--- src/rtl/intc_pkg.sv ---
package intc_pkg;

  // Word-address decode of the register bus
  typedef enum logic [1:0] {
    SEL_MASK = 2'd0,
    SEL_MODE = 2'd1,
    SEL_PEND = 2'd2,
    SEL_WIN  = 2'd3
  } regSel_e;

  // Strobes passed from control to datapath
  typedef struct packed {
    logic    wrMask;
    logic    wrMode;
    logic    rdEn;
    regSel_e rdSel;
  } ctrlStrobe_t;

endpackage

--- src/rtl/intc_ctrl.sv ---
module intc_ctrl
  import intc_pkg::*;
(
  input  logic        busSel,
  input  logic        busWrite,
  input  logic [1:0]  busWordAddr,
  output ctrlStrobe_t strb
);

  regSel_e sel;

  always_comb begin
    sel = regSel_e'(busWordAddr);
    strb.rdSel  = sel;
    strb.rdEn   = busSel && !busWrite;
    // only the two writable registers accept writes; others drop them
    strb.wrMask = busSel && busWrite && (sel == SEL_MASK);
    strb.wrMode = busSel && busWrite && (sel == SEL_MODE);
  end

endmodule

--- src/rtl/intc_prio_enc.sv ---
module intc_prio_enc #(
  parameter int NUM_SRC = 21,
  localparam int IDX_W  = $clog2(NUM_SRC)
) (
  input  logic [NUM_SRC-1:0] req,
  output logic [IDX_W-1:0]   idx,
  output logic               valid
);

  // later (higher) indices overwrite earlier ones: highest number wins
  always_comb begin
    idx   = '0;
    valid = 1'b0;
    for (int i = 0; i < NUM_SRC; i++) begin
      if (req[i]) begin
        idx   = IDX_W'(i);
        valid = 1'b1;
      end
    end
  end

endmodule

--- src/rtl/intc_datapath.sv ---
module intc_datapath
  import intc_pkg::*;
#(
  parameter int NUM_SRC   = 21,
  parameter int DATA_W    = 32,
  parameter int VALID_BIT = 8,
  localparam int IDX_W    = $clog2(NUM_SRC)
) (
  input  logic               clk,
  input  logic               rstN,
  input  ctrlStrobe_t        strb,
  input  logic [NUM_SRC-1:0] wrData,
  input  logic [NUM_SRC-1:0] srcReq,
  output logic [DATA_W-1:0]  rdData,
  output logic               irq,
  output logic               fiq,
  output logic [IDX_W-1:0]   irqIdx,
  output logic               irqIdxValid
);

  logic [NUM_SRC-1:0] maskQ;
  logic [NUM_SRC-1:0] modeQ;
  logic [NUM_SRC-1:0] liveReq;
  logic [NUM_SRC-1:0] irqReq;
  logic [NUM_SRC-1:0] fiqReq;

  always_ff @(posedge clk or negedge rstN) begin
    if (!rstN) begin
      maskQ <= '1;
      modeQ <= '0;
    end else begin
      if (strb.wrMask) maskQ <= wrData;
      if (strb.wrMode) modeQ <= wrData;
    end
  end

  // inverted-polarity gate: cleared mask bit lets the source through
  assign liveReq = srcReq & ~maskQ;
  assign irqReq  = liveReq & ~modeQ;
  assign fiqReq  = liveReq & modeQ;
  assign irq     = |irqReq;
  assign fiq     = |fiqReq;

  intc_prio_enc #(.NUM_SRC(NUM_SRC)) u_enc (
    .req   (irqReq),
    .idx   (irqIdx),
    .valid (irqIdxValid)
  );

  always_comb begin
    rdData = '0;
    if (strb.rdEn) begin
      unique case (strb.rdSel)
        SEL_MASK: rdData = DATA_W'(maskQ);
        SEL_MODE: rdData = DATA_W'(modeQ);
        SEL_PEND: rdData = DATA_W'(srcReq);
        SEL_WIN: begin
          if (irqIdxValid) begin
            rdData[IDX_W-1:0] = irqIdx;
            rdData[VALID_BIT] = 1'b1;
          end
        end
        default: rdData = '0;
      endcase
    end
  end

endmodule

--- src/rtl/intc_top.sv ---
module intc_top #(
  parameter int NUM_SRC = 21,
  parameter int DATA_W  = 32,
  localparam int IDX_W  = $clog2(NUM_SRC)
) (
  input  logic               clk,
  input  logic               rstN,
  input  logic               busSel,
  input  logic               busWrite,
  input  logic [1:0]         busWordAddr,
  input  logic [DATA_W-1:0]  busWdata,
  output logic [DATA_W-1:0]  busRdata,
  input  logic [NUM_SRC-1:0] srcReq,
  output logic               irq,
  output logic               fiq,
  output logic [IDX_W-1:0]   irqIdx,
  output logic               irqIdxValid
);

  intc_pkg::ctrlStrobe_t strb;
  logic unusedWdataHi;

  assign unusedWdataHi = ^busWdata[DATA_W-1:NUM_SRC];

  intc_ctrl u_ctrl (
    .busSel      (busSel),
    .busWrite    (busWrite),
    .busWordAddr (busWordAddr),
    .strb        (strb)
  );

  intc_datapath #(.NUM_SRC(NUM_SRC), .DATA_W(DATA_W)) u_dp (
    .clk         (clk),
    .rstN        (rstN),
    .strb        (strb),
    .wrData      (busWdata[NUM_SRC-1:0]),
    .srcReq      (srcReq),
    .rdData      (busRdata),
    .irq         (irq),
    .fiq         (fiq),
    .irqIdx      (irqIdx),
    .irqIdxValid (irqIdxValid)
  );

endmodule

--- config.mk ---
export PLATFORM = sky130hd
export DESIGN_NAME = intc_top
export DESIGN_NICKNAME = d
export VERILOG_FILES = /design/src/rtl/intc_pkg.sv /design/src/rtl/intc_ctrl.sv /design/src/rtl/intc_prio_enc.sv /design/src/rtl/intc_datapath.sv /design/src/rtl/intc_top.sv
export SDC_FILE = /design/constraint.sdc
export NUM_CORES = 1
export LEC_CHECK = 0
export BUFFER_PORTS_ARGS = -buffer_cell sky130_fd_sc_hd__buf_4
export CORE_MARGIN = 3
export CORE_UTILIZATION = 30
export DETAILED_ROUTE_END_ITERATION = 7
export MAX_ROUTING_LAYER = met4
export SKIP_LAST_GASP = 1
export SLEW_MARGIN = 15
export SYNTH_ARGS = -nofsm -noshare
export SYNTH_HDL_FRONTEND = slang
export SYNTH_SLANG_ARGS = --single-unit
--- constraint.sdc ---
create_clock -name clk -period 2.21 [get_ports clk]
set_input_delay 0.221 -clock clk [delete_from_list [all_inputs] [get_ports clk]]
set_output_delay 0.221 -clock clk [all_outputs]
set_load 0.02 [all_outputs]
=== Yosys cells after proc, flatten, opt, wreduce, memory -nomap -nowiden ===
Index checks and enable logic that the tools add are counted.

* Register bits after elaboration: 42
* Input port bits: 59

* Eq/ne operators: 3
* Muxes and demuxes: 48
* Bitwise operators: 5
* Reduce and logical (&&, ||, !) cells: 8

{| class="wikitable"
|+ Operators with widths
! cell !! count
|-
| two-way mux 5 bit || 20
|-
| AND 21 bit || 3
|-
| NOT 21 bit || 2
|-
| OR reduction 21 bit || 2
|-
| case mux 12 bit (3 select lines) || 1
|-
| two-way mux 32 bit || 1
|-
| two-way mux 1 bit || 23
|-
| case mux 5 bit (4 select lines) || 1
|-
| case mux 3 bit (3 select lines) || 1
|-
| == test 2 bit (second input constant) || 2
|-
| logical AND 1 bit || 4
|-
| case mux 1 bit (4 select lines) || 1
|-
| == test 2 x 1 -> 1 bit (second input constant) || 1
|-
| zero test 2 bit || 1
|-
| zero test 1 bit || 1
|}

=== Depth between registers and ports, before layout ===
* Depth in word-level cells: 27
* Mapped depth: 6

=== Modules after synthesis ===
From an unflattened synthesis, not the netlist that was laid out.

* Cell total of the unflattened synthesis: 285
* Area total of the unflattened synthesis: 2936.6 um^2

{| class="wikitable"
|+ Modules (own cells, without submodules)
! module !! instances !! cells each !! area each (um^2) !! seq. area each (um^2)
|-
| intc_datapath || 1 || 242 || 2676.3 || 1077.3
|-
| intc_prio_enc || 1 || 38 || 214.0 || 0.0
|-
| intc_ctrl || 1 || 5 || 46.3 || 0.0
|}

=== Worst setup path after synthesis ===
No wires, ideal clock.

* Path kind: reg-to-output
* From: register u_dp.modeQ[11]
* To: output port busRdata[0]
* Data arrival time: 2209 ps
* Path slack: -220 ps
* Stages on the path, launching flop included: 7
* Buffers on the path: 0
* Cells stage by stage: dfrtp_1 > or3b_1 > a2111oi_0 > o211ai_1 > o2bb2ai_1 > nand4_1 > a21oi_1

* Cells in the longest elaborated chain, start to end: 15

{| class="wikitable"
|+ RTL lines
! what !! line !! source
|-
| start, declared || intc_datapath.sv:22 || <nowiki>logic [NUM_SRC-1:0] modeQ;</nowiki>
|-
| start signal, assigned || intc_datapath.sv:33 || <nowiki>if (strb.wrMode) modeQ <= wrData;</nowiki>
|-
| NOT 21 bit || intc_datapath.sv:39 || <nowiki>assign irqReq = liveReq & ~modeQ;</nowiki>
|-
| AND 21 bit || intc_datapath.sv:39 ||
|-
| two-way mux 5 bit (10 in a row) || intc_prio_enc.sv:15 || <nowiki>if (req[i]) begin</nowiki>
|-
| named net irqIdx[0] || intc_top.sv:16 || <nowiki>output logic [IDX_W-1:0] irqIdx,</nowiki>
|-
| two-way mux 5 bit || intc_datapath.sv:58 || <nowiki>if (irqIdxValid) begin</nowiki>
|-
| case mux 5 bit (4 select lines) || intc_datapath.sv:53 || <nowiki>unique case (strb.rdSel)</nowiki>
|-
| two-way mux 32 bit || intc_datapath.sv:52 || <nowiki>if (strb.rdEn) begin</nowiki>
|-
| end, declared || intc_top.sv:12 || <nowiki>output logic [DATA_W-1:0] busRdata,</nowiki>
|}

The timed path passes the listed nets, and every way through them passes these cells.

=== Worst setup path in the final report ===
* From: register u_dp.maskQ[12]
* To: output port busRdata[3]

* Cells in the longest elaborated chain, start to end: 15

{| class="wikitable"
|+ RTL lines
! what !! line !! source
|-
| start, declared || intc_datapath.sv:21 || <nowiki>logic [NUM_SRC-1:0] maskQ;</nowiki>
|-
| start signal, assigned || intc_datapath.sv:32 || <nowiki>if (strb.wrMask) maskQ <= wrData;</nowiki>
|-
| NOT 21 bit * || intc_datapath.sv:38 || <nowiki>assign liveReq = srcReq & ~maskQ;</nowiki>
|-
| AND 21 bit * || intc_datapath.sv:38 ||
|-
| AND 21 bit * || intc_datapath.sv:39 ||
|-
| two-way mux 5 bit / two-way mux 1 bit (equally long branches) (9 in a row) || intc_prio_enc.sv:15 ||
|-
| two-way mux 5 bit * || intc_datapath.sv:58 ||
|-
| case mux 5 bit (4 select lines) * || intc_datapath.sv:53 ||
|-
| two-way mux 32 bit * || intc_datapath.sv:52 ||
|}

Every way passes the cells marked *; elsewhere a longest branch is shown, timed or not.

==> results.md <==
* Post-synth EDFFs at 0
* Seq/Total Area, Yosys at 37.1%
* Flops & latches, synth at 42
* Combinational power share at 46.5%
* Worst-path fanout max at 3
* Adder-Cell Fraction of Synth Area at 0%
* XOR/XNOR share of the synthesized area at 0%
* Sw frac at 34.2%
* Routed Antenna Nets at 0
* WP data arrival at 2.43 ns
* Total CTS buffers at 5
* Drt drc at 0
* Ys Warns at 0
* R2R cell count at 2
* CTS Root Cell: clkbuf_8
* Clk slew on worst S/H paths at 0.08 ns
* Setup-failing EPs final at 11
* Status: finished with violations
* Largest net degree at the start of global routing at 43
* IO Count at 99
* Grt ovf at 0
* Placed Area at 3940 um^2
* CP required at 1.99 ns
* R2r startpoint: u_dp.modeQ[5]
* End of the critical path: busRdata[3]
* Non-filler instance count after layout at 552
* Largest family of logic cells by synthesized area: simple AND/OR/NAND/NOR gates
* Insertion delay to the later sink of the worst-skew pair at 0.30 ns
* Worst vdd ir at 0.000247 V
* Initial DRC Count at 85
* Util after Layout at 46.1%
* Initial Util at 31.1%
* HP Class: in -> reg
* Layout cells sized above 1 at 57.7%
* Worst slew pin tran at 0.637 ns
* Final Hold Vio Count at 0
* Failing checks: setup timing
* R2R setup slack at 1.28 ns
* Layout area overhead at 48.2%
* Post-Synthesis Cells at 295
* Peak Freq at 377 MHz
* Via density at 4.98
* Post-DR wirelength/cell at 16.0 um
* Max Cap Viol at 0
* Row count at 35
* Crit path launch: u_dp.maskQ[12]
* TritonCTS clock tree: built
* Post-synthesis compound-gate area fraction at 9.49%
* Die extent in x at 104 um
* Yosys cell types at 46
* Initial antenna violation count at 0
* N_diodes at 0
* Die area at 10900 um^2
* Placed insts at 535
* Fin crit share at 120%
* All-Layer GR Usage at 16.5%
* Setup Crit Path Kind: reg -> out
* Syn Area/Cell at 9.83 um^2
* Internal power at 2060 uW
* Port Buffers at 76
* Hold_sp: busWdata[0]
* Cell Pwr Density at 729 nW/um^2
* Pre-CTS setup slack at -0.141 ns
* Predominant post-synthesis flop cell: dfstp_2
* WL final at 8820 um
* Clock power frac at 17.0%
* CP Capture Type: output port
* Crit path time final at 2.65 ns
* CTS Buffer Depth at 2
* Relative slew slack at 57.6%
* Synth Area in Simple Gates at 24.8%
* H-tree depth at 2
* FILL cells at 889
* Setup ws final at -0.444 ns
* Detailed Routing Iterations Pass 1 at 5
* Gpl congestion at 0.861
* Clock Sinks at 42
* Final Net Count at 481
* DP HPWL at 6700 um
* RR Endpoint: u_dp.modeQ[5]
* Routed via count at 2748
* RSZ-0062 raised after global routing: true
* Async SR Flop Fraction at 100%
* Net Sw Power at 1070 uW
* Mux contribution to synthesized area at 23.2%
* Worst setup SP type: flop
* Final slew viol count at 0
* First-pass GRT wire length at 14000 um
* Die Y at 104 um
* LEAKAGE at 0.00189 uW
* Vias in the first global route at 2808
* Clock Skew at 0 ns
* Reg power frac at 36.5%
* Post-route cell area at 4300 um^2
* Core area at 9330 um^2
* Post-Syn Area at 2900 um^2
## kinds of logic (layout without fill, tap and decap cells)
family          after synthesis  count (layout)
compound gates               46              46
buf+inv                      29             147
flops                        42              42
mux                          59              59
other cells                   1              11
simple gates                118             118
## worst max-delay path: stages, from the launching register on
cell	delay (ns)
dfstp_2	0.54
nor3b_2	0.05
or4_4	0.58
o21a_4	0.22
mux4_2	0.45
and2_4	0.17
buf_6	0.12
## metal layers
| metal | wire (um) | share of wire (%) | track usage, % |
|---|---|---|---|
| met4 | 142 | 1.6 | 4.75 |
| met1 | 3890 | 44 | 20.6 |
| met3 | 435 | 4.9 | 3.29 |
| met5 | 0 | 0 | - |
| met2 | 4350 | 49 | 27.0 |
## synthesized netlist by cell type (all sizes together), types with 2 or more instances
| cell type | instances | share of area (%) |
|---|---|---|
| nand2b | 2 | 0.43 |
| mux4 | 2 | 1.7 |
| nor2b | 2 | 0.43 |
| or4 | 2 | 0.65 |
| nand3b | 21 | 5.4 |
| mux2i | 15 | 5.2 |
| inv | 5 | 0.65 |
| dfstp | 21 | 19 |
| a21oi | 24 | 4.1 |
| nor2 | 36 | 4.7 |
| and2 | 4 | 0.86 |
| buf | 15 | 3.5 |
| nand3 | 2 | 0.35 |
| dfrtp | 21 | 18 |
| o21ai | 8 | 1.4 |
| nand2 | 7 | 0.91 |
| o211ai | 2 | 0.52 |
| a211oi | 2 | 0.52 |
| o2bb2ai | 2 | 0.60 |
| nand4 | 8 | 1.7 |
| mux2 | 42 | 16 |
| nor4 | 3 | 0.86 |
| nor3b | 14 | 3.6 |
| or3b | 12 | 3.6 |
| clkbuf | 9 | 1.2 |
| and4 | 2 | 0.60 |
## sequential cells by signal, summed over array words and instances, names as in the netlist
signal,flops
u_dp.maskQ,21
u_dp.modeQ,21
## per-stage QoR
stage / TNS [ns] / hold slack [ns] / power [uW]
2_1_floorplan: -0.0401 / -0.0746 / 1840
3_3_place_gp: -0.328 / 0.235 / 2380
3_5_place_dp: -0.351 / 0.245 / 2410
4_1_cts: -2.52 / 0.135 / 3100
5_1_grt: -3.29 / 0.130 / 3320
6_report: -2.67 / 0.134 / 3130
## cell type report
type,count,area (um^2),share of cell area [%]
Inverter,5,21.3,0.495
Clock buffer,7,86.3,2.01
Multi-Input combinational cell,234,1890,44.0
Timing Repair Buffer,134,1060,24.6
Clock inverter,1,5.00,0.116
Tap cell,129,161,3.76
Sequential cell,42,1080,25.1
## how the worst min path moves through the flow
stage	to	slack, ns	cells past startpoint
6_report	u_dp.modeQ[0]	0.13	2
5_1_grt	u_dp.modeQ[1]	0.13	2
4_1_cts	u_dp.modeQ[0]	0.14	2
3_5_place_dp	u_dp.modeQ[0]	0.25	1
3_3_place_gp	u_dp.modeQ[0]	0.24	1
2_1_floorplan	u_dp.modeQ[0]	-0.07	0
## power by group through the flow
stage | combinational [uW] | sequential, uW | clock [uW]
after detailed placement | 1270 | 1140 | 0
after CTS | 1420 | 1140 | 541
after global placement | 1250 | 1130 | 0
after floorplan | 704 | 1130 | 0
final | 1460 | 1140 | 533
after global routing | 1570 | 1170 | 582
## layout by cell type (no fill, tap or decap), types with 3 or more instances in the layout
| cell type | Yosys | layout |
|---|---|---|
| or3b_4 | 0 | 5 |
| dfstp_2 | 21 | 21 |
| conb_1 | 1 | 11 |
| dfrtp_1 | 21 | 21 |
| mux2_1 | 5 | 5 |
| or3b_2 | 8 | 5 |
| mux2i_1 | 15 | 15 |
| nand3b_1 | 21 | 21 |
| a21oi_1 | 24 | 21 |
| nor3b_1 | 14 | 8 |
| nor2_2 | 0 | 3 |
| nor3b_2 | 0 | 4 |
| mux2_2 | 37 | 37 |
| clkbuf_8 | 0 | 6 |
| inv_1 | 5 | 4 |
| o21ai_0 | 6 | 4 |
| buf_4 | 11 | 120 |
| nand4_1 | 8 | 8 |
| nor2_1 | 36 | 33 |
| nand2_1 | 7 | 4 |
| buf_6 | 0 | 13 |
| a21oi_2 | 0 | 3 |
## timing repair
action,CTS,global route
gates resized for setup,42,10
hold endpoints to repair,21,0
endpoints found under the setup margin,12,12
buffers inserted,6,4
hold buffers,1,0
pin swaps,15,8
Power figures use the tool's default switching activity.
